## config.mk

```make
export PLATFORM = sky130hd
export DESIGN_NAME = pfgate_ctrl
export DESIGN_NICKNAME = d
export VERILOG_FILES = /design/src/rtl/pfgate_pkg.sv /design/src/rtl/pfgate_sync.sv /design/src/rtl/pfgate_timer.sv /design/src/rtl/pfgate_ctrl.sv
export SDC_FILE = /design/constraint.sdc
export NUM_CORES = 1
export LEC_CHECK = 0
export BUFFER_PORTS_ARGS = -buffer_cell sky130_fd_sc_hd__buf_2
export CAP_MARGIN = 20
export CORE_MARGIN = 3
export CORE_UTILIZATION = 34
export CTS_BUF_LIST = sky130_fd_sc_hd__clkbuf_8
export DETAILED_ROUTE_END_ITERATION = 7
export GPL_TIMING_DRIVEN = 0
export PLACE_DENSITY = 0.56
export SYNTH_ARGS = -nofsm -noshare
export SYNTH_HDL_FRONTEND = slang
export SYNTH_SLANG_ARGS = --single-unit
```

## constraint.sdc

```tcl
create_clock -name clk -period 3.9 [get_ports clk]
set_input_delay 0.195 -clock clk [delete_from_list [all_inputs] [get_ports clk]]
set_output_delay 0.195 -clock clk [all_outputs]
set_load 0.01 [all_outputs]
```

## src/rtl/pfgate_pkg.sv

```systemverilog
package pfgate_pkg;

  typedef enum logic [1:0] {
    ST_NORMAL  = 2'd0,
    ST_DRAIN   = 2'd1,
    ST_PROTECT = 2'd2,
    ST_RECOVER = 2'd3
  } pfg_state_e;

  // the memory is held deselected in these states
  function automatic logic is_forced(pfg_state_e s);
    return (s == ST_PROTECT) || (s == ST_RECOVER);
  endfunction

  // conditioned enable for a given state and synchronised host enable
  function automatic logic gate_ce(pfg_state_e s, logic ce_n_sync);
    return is_forced(s) ? 1'b1 : ce_n_sync;
  endfunction

endpackage

```

## src/rtl/pfgate_sync.sv

```systemverilog
module pfgate_sync #(
  parameter int             W       = 3,
  parameter int             STAGES  = 2,
  parameter logic [W-1:0]   RST_VAL = '0
) (
  input  logic         clk,
  input  logic         rst_n,
  input  logic [W-1:0] d,
  output logic [W-1:0] q
);
  logic [W-1:0] stg [STAGES];

  always_ff @(posedge clk) begin
    if (!rst_n) begin
      for (int i = 0; i < STAGES; i++) stg[i] <= RST_VAL;
    end else begin
      stg[0] <= d;
      for (int i = 1; i < STAGES; i++) stg[i] <= stg[i-1];
    end
  end

  assign q = stg[STAGES-1];
endmodule

```

## src/rtl/pfgate_timer.sv

```systemverilog
module pfgate_timer #(
  parameter int LIMIT = 16
) (
  input  logic clk,
  input  logic rst_n,
  input  logic run,
  output logic done
);
  localparam int CW = (LIMIT > 1) ? $clog2(LIMIT) : 1;
  localparam logic [CW-1:0] LAST = CW'(LIMIT - 1);

  logic [CW-1:0] cnt;

  // counts cycles spent with run high; cleared whenever run is low
  always_ff @(posedge clk) begin
    if (!rst_n || !run) cnt <= '0;
    else if (cnt != LAST) cnt <= cnt + 1'b1;
  end

  assign done = run && (cnt == LAST);
endmodule

```

## src/rtl/pfgate_ctrl.sv

```systemverilog
module pfgate_ctrl
  import pfgate_pkg::*;
#(
  parameter int WP_CYCLES   = 10000,
  parameter int REC_CYCLES  = 10000000,
  parameter int SYNC_STAGES = 2
) (
  input  logic clk,
  input  logic rst_n,
  input  logic ce_n_in,
  input  logic pwr_fail_in,
  input  logic below_so_in,
  input  logic thr_sel_in,
  output logic ce_n_out,
  output logic prot_active_out,
  output logic batt_sel_out,
  output logic thr_sel_out
);
  localparam int SYNC_W = 3;
  localparam logic [SYNC_W-1:0] SYNC_RST = 3'b001; // enable idle, flags clear

  logic [SYNC_W-1:0] raw_vec, sync_vec;
  logic ce_s, pf_s, so_s;
  logic wp_done, rec_done;
  logic thr_q;
  pfg_state_e st_q, st_d;

  assign raw_vec = {below_so_in, pwr_fail_in, ce_n_in};

  pfgate_sync #(.W(SYNC_W), .STAGES(SYNC_STAGES), .RST_VAL(SYNC_RST)) sync_i (
    .clk(clk), .rst_n(rst_n), .d(raw_vec), .q(sync_vec)
  );

  assign ce_s = sync_vec[0];
  assign pf_s = sync_vec[1];
  assign so_s = sync_vec[2];

  pfgate_timer #(.LIMIT(WP_CYCLES)) wp_tmr_i (
    .clk(clk), .rst_n(rst_n), .run(st_q == ST_DRAIN), .done(wp_done)
  );

  pfgate_timer #(.LIMIT(REC_CYCLES)) rec_tmr_i (
    .clk(clk), .rst_n(rst_n), .run(st_q == ST_RECOVER), .done(rec_done)
  );

  always_comb begin
    st_d = st_q;
    unique case (st_q)
      ST_NORMAL:  if (pf_s) st_d = ce_s ? ST_PROTECT : ST_DRAIN;
      ST_DRAIN:   if (ce_s || wp_done) st_d = ST_PROTECT;
      ST_PROTECT: if (!pf_s) st_d = ST_RECOVER;
      ST_RECOVER: begin
        if (pf_s)          st_d = ST_PROTECT;
        else if (rec_done) st_d = ST_NORMAL;
      end
      default:    st_d = ST_RECOVER;
    endcase
  end

  always_ff @(posedge clk) begin
    if (!rst_n) begin
      st_q  <= ST_RECOVER;
      thr_q <= 1'b0;
    end else begin
      st_q  <= st_d;
      thr_q <= thr_sel_in;
    end
  end

  assign ce_n_out        = gate_ce(st_q, ce_s);
  assign prot_active_out = is_forced(st_q);
  assign batt_sel_out    = so_s;
  assign thr_sel_out     = thr_q;
endmodule

```

## Word level (Yosys, flattened, before mapping)

Memories as Yosys holds them, arrays and structs flattened.
Cells that the tools add are included.

| word-level totals | value |
|---|---|
| bits in registers | 41 |
| RAM bits | 6 |
| bits of input ports | 6 |
| output and inout bits | 4 |
| logic and storage cells | 43 |
| memories kept | 1 |

| operators by class | value |
|---|---|
| $add $sub $neg | 2 |
| eq/ne operators | 11 |
| muxes and demuxes | 12 |
| bitwise gates (word level) | 2 |
| reductions and logical operators | 11 |

Memories:

| name | depth | bits a word | read ports | clocked after Yosys merged registers in | wr ports | line | text |
|---|---|---|---|---|---|---|---|
| sync_i.stg | 2 | 3 | 2 | 0 | 2 | pfgate_sync.sv:11 | `logic [W-1:0] stg [STAGES];` |

Operator list:

| cell | number |
|---|---|
| 24-bit by 1-bit adder with 24-bit output (second input constant) | 1 |
| 24-bit equality test (second input constant) | 1 |
| 24-bit != test (second input constant) | 1 |
| 14-bit by 1-bit adder with 14-bit output (second input constant) | 1 |
| 14-bit equality test (second input constant) | 1 |
| 14-bit != test (second input constant) | 1 |
| 2-bit 2-to-1 mux | 6 |
| 2-bit case mux with 4 select lines | 1 |
| 3-bit 2-to-1 mux | 2 |
| 2-bit != test (second input constant) | 3 |
| 2-bit equality test (second input constant) | 2 |
| 1-bit logical OR | 4 |
| 4-bit AND reduction | 1 |
| 1-bit zero test | 3 |
| 1-bit 2-to-1 mux | 3 |
| 3-bit != test (second input constant) | 1 |
| 2-bit by 1-bit equality test with 1-bit output (second input constant) | 1 |
| 1-bit logical AND | 2 |
| 2-bit zero test | 1 |
| 1-bit bitwise OR | 2 |

## Longest topological paths before layout

| logic depth | value |
|---|---|
| depth after elaboration | 5 |
| depth in mapped cells | 7 |
| mapped depth without buffers | 6 |

## Modules after synthesis

A second synthesis with hierarchy kept.

| second synthesis, totals | value |
|---|---|
| cell total of the unflattened synthesis | 258 |
| area total of the unflattened synthesis | 2239.6 um2 |

By module, submodules not included:

| module | instances | cells each | area an instance (um2) |
|---|---|---|---|
| pfgate_timer at rec_tmr_i | 1 | 152 | 1242.4 |
| pfgate_timer at wp_tmr_i | 1 | 74 | 661.9 |
| pfgate_sync | 1 | 15 | 180.2 |
| pfgate_ctrl | 1 | 17 | 155.1 |

## Least setup slack after synthesis

Ideal clock, no wire load.

| timing | value |
|---|---|
| path kind | register -> register |
| from | reg wp_tmr_i.cnt[0] |
| to | reg wp_tmr_i.cnt[3] |
| library setup time | 0.070 ns |
| data arrival time | 1.544 ns |
| data required time | 3.830 ns |
| setup slack | 2.287 ns |
| cell stages (with the launch flop) | 7 |
| clock period less this slack | 1.613 ns |
| cells stage by stage | dfxtp_1 ha_1 and3_1 and4_1 clkbuf_1 or3_1 a21oi_1 |

| on the way | value |
|---|---|
| word-level cells in the longest chain between the ends | 1 |
| elaborated cells on any way between the ends | 2 |

Ends and longest elaborated chain:

| element | line | text |
|---|---|---|
| from (decl) | pfgate_timer.sv:12 | `logic [CW-1:0] cnt;` |
| from (signal assigned) | pfgate_timer.sv:17 | `else if (cnt != LAST) cnt <= cnt + 1'b1;` |
| 14-bit by 1-bit adder with 14-bit output / 14-bit != test (equally long branches) | pfgate_timer.sv:17 |  |

Several ways; a longest one is shown, not always the timed one.
A chain may end at the register's enable or synchronous reset.

## Worst setup path in the final report

| timing | value |
|---|---|
| from | reg wp_tmr_i.cnt[0] |
| to | reg wp_tmr_i.cnt[2] |

Same word-level chain as after synthesis.

==> results.yml <==
logic_synthesis:
  synth_mux_area_frac: 0.00963
  syn_nets: 241
  syn_inst: 233
  yosysWarnings: 0
  synth-seq-cells: 47
  ys_types: 38
  syn_area_sq_um: 2080
  synth_top_family_by_area: "simple AND/OR/NAND/NOR gates"
  synthAdderAreaFrac: 0.0120
  synth_xor_area_frac: 0.118
  ys_seq_area_frac: 0.452
  synthSimpleGateAreaFrac: 0.333
  synth_compound_area_frac: 0.0535
  synth_area_per_cell_sq_um: 8.92
critical_path:
  endpoint_kind: "register"
  crit_type: "register to register"
  critPathLaunchType: "register"
  critPathTopFamily: "simple AND/OR/NAND/NOR gates"
  crit_chain: "ha_1 -> and3_1 -> and4_1 -> clkbuf_1 -> nand2b_1 -> xor2_1 -> nor2_1"
  worstPathRequired_ns: 4.08
  slowest_stage: "dfxtp_1"
  critPathMaxStageDelay_ns: 0.40
  worstPathArrival_ns: 1.96
  cp.buffers_inverters: 1
  crit_fanout: 8
die:
  ios: 10
  rows: 27
  die_x_microns: 84.2
  core-area_sq_um: 5710
  die-area_sq_um: 7090
  initial_core_util: 0.364
  die_h_microns: 84.2
worst_hold_path:
  hp-class: "input pin to register"
final_layout:
  mostFrequentLayoutCell: "dfxtp_1"
  fill_cells: 601
  design_area_sq_um: 2310
  nets: 257
  syn_to_final_growth_pct: 10.9
  instances_no_fill: 322
  final_cell_mix: "47 x dfxtp_1, 42 x nor2_1, 21 x xor2_1"
  drive_above_1_share: 0.120
  seqCellArea_sq_um: 941
  insertedDiodeCount: 0
  multi_input_area_sq_um: 1090
sta:
  period_share: 0.457
  worstMarginPinSlew_ns: 0.487
  clock-skew-final_ns: 0.00918
  hold_ws_ns: 0.0692
  finalSetupTns_ns: 0
  period_needed_ns: 1.78
  slew_headroom: 0.676
  rsz0062_at_grt: "false"
  timing.fmax_mhz: 561
  final-hold-violation-count: 0
  slew_viol_final: 0
  finalSetupViolations: 0
drt:
  wl_met3_microns: 104
  vias_per_cell: 4.88
  drtIter0Drc: 64
  via_count: 1572
  wl_met1_microns: 1830
  drtAntennaViolNets: 0
  wl_per_cell_microns: 11.1
  topRoutingLayerUsed: "met4"
  wl_met2_microns: 1600
  drc: 0
  first_pass_iters: 5
  drt_wl_total_microns: 3570
global_route:
  track_usage: 0.115
  grt_max_degree: 17
  grt_first_pass_wirelength_microns: 6840
  grt-ovfl-total: 0
  grt_antenna_before_repair: 0
  grt_pass1_vias: 1561
power_and_ir_drop:
  total_leakage_power_nw: 0.844
  vdd_drop_max_mv: 0.212
  powerDensity_nw_per_um2: 349
  fin_total_pwr_mw: 0.805
place:
  postPlaceCellArea_sq_um: 2210
  place_inst: 314
  gp_congestion: 0.754
  portBuffers: 9
  hpwl_microns: 2590
clocking:
  cts_buffer_depth: 2
  cts_tree: "done"
  cts_resized: 0
  clock_sinks: 47
  hold_buffers: 0
  post_cts_buffers: 0
  ctsHtreeMaxLevel: 2
  clkLatencyLatePin_ns: 0.30
  clk_pin_slew_worst_paths_ns: 0.09
  numCtsBuffers: 5
  cts_root_buffer: "clkbuf_8"
status:
  outcome: "finished, final reports clean"
flow_run:
  max-cap-violations: 0
==> flip-flops by register name, summed over array words and instances (netlist names) <==
name	cells
thr_sel_out	1
st_q	2
rec_tmr_i.cnt	24
wp_tmr_i.cnt	14
sync_i.stg	6
==> kinds of logic (layout without fill, tap and decap cells) <==
logic type	after synthesis	in the layout
compound gates	19	19
xor+xnor	28	28
fa+ha+maj	2	2
buf+inv	10	27
flops	47	47
mux	2	2
simple gates	125	125
==> cell type report <==
type                            count  area share
Clock inverter                      3     0.00977
Clock buffer                        5      0.0298
Timing Repair Buffer                9      0.0195
Multi-Input combinational cell    176       0.474
Tap cell                           72      0.0391
Buffer                              8      0.0163
Sequential cell                    47       0.408
Inverter                            2     0.00326
==> synth_stat cells (all sizes together) <==
| master | n | area share |
|---|---|---|
| dfxtp | 47 | 0.45 |
| nor2 | 42 | 0.076 |
| xor2 | 21 | 0.088 |
| nand2 | 16 | 0.029 |
| nand3 | 13 | 0.031 |
| nand4 | 11 | 0.036 |
| and3 | 8 | 0.024 |
| o21ai | 8 | 0.019 |
| a21oi | 7 | 0.019 |
| clkbuf | 7 | 0.013 |
| xnor2 | 7 | 0.029 |
| and2 | 6 | 0.018 |
| nor3 | 6 | 0.022 |
| and4 | 4 | 0.017 |
| or3 | 4 | 0.013 |
| nand2b | 3 | 0.0090 |
| nor2b | 3 | 0.0090 |
| nor4 | 3 | 0.026 |
| ha | 2 | 0.012 |
| inv | 2 | 0.0036 |
| mux2i | 2 | 0.0096 |
| or2 | 2 | 0.0060 |
| a211o | 1 | 0.0042 |
| a31o | 1 | 0.0042 |
| buf | 1 | 0.0054 |
| nand3b | 1 | 0.0036 |
| nand4b | 1 | 0.0042 |
| nor4b | 1 | 0.0042 |
| o211ai | 1 | 0.0036 |
| o31ai | 1 | 0.0036 |
| or4 | 1 | 0.0036 |
==> layer usage <==
metal,vias to the layer above,GRT usage
met5,-,0
li1,829,-
met3,2,0.0294
met4,0,0.0439
met2,16,0.181
met1,725,0.153
==> per-stage QoR <==
step,setup WS [ns],utilization
after floorplan,2.29,-
after global placement,2.09,0.388
after detailed placement,2.12,0.388
after CTS,2.08,0.404
after global routing,1.90,0.404
final,2.12,0.404
==> path summary, 6_finish.rpt <==
path,start,endpoint,depth (start not counted),slack [ns]
max,wp_tmr_i.cnt[0],wp_tmr_i.cnt[2],7,2.12
max reg2reg,wp_tmr_i.cnt[0],wp_tmr_i.cnt[2],7,2.12
min,ce_n_in,sync_i.stg[0][0],2,0.07
min reg2reg,sync_i.stg[0][0],sync_i.stg[0][3],1,0.42
==> power by group <==
part / switching [mW] / total [mW] / internal [mW]
combinational: 0.0116 / 0.0202 / 0.00861
clock: 0.166 / 0.295 / 0.129
sequential: 0.00389 / 0.490 / 0.486
No activity file was read; power rests on OpenSTA's default activity.
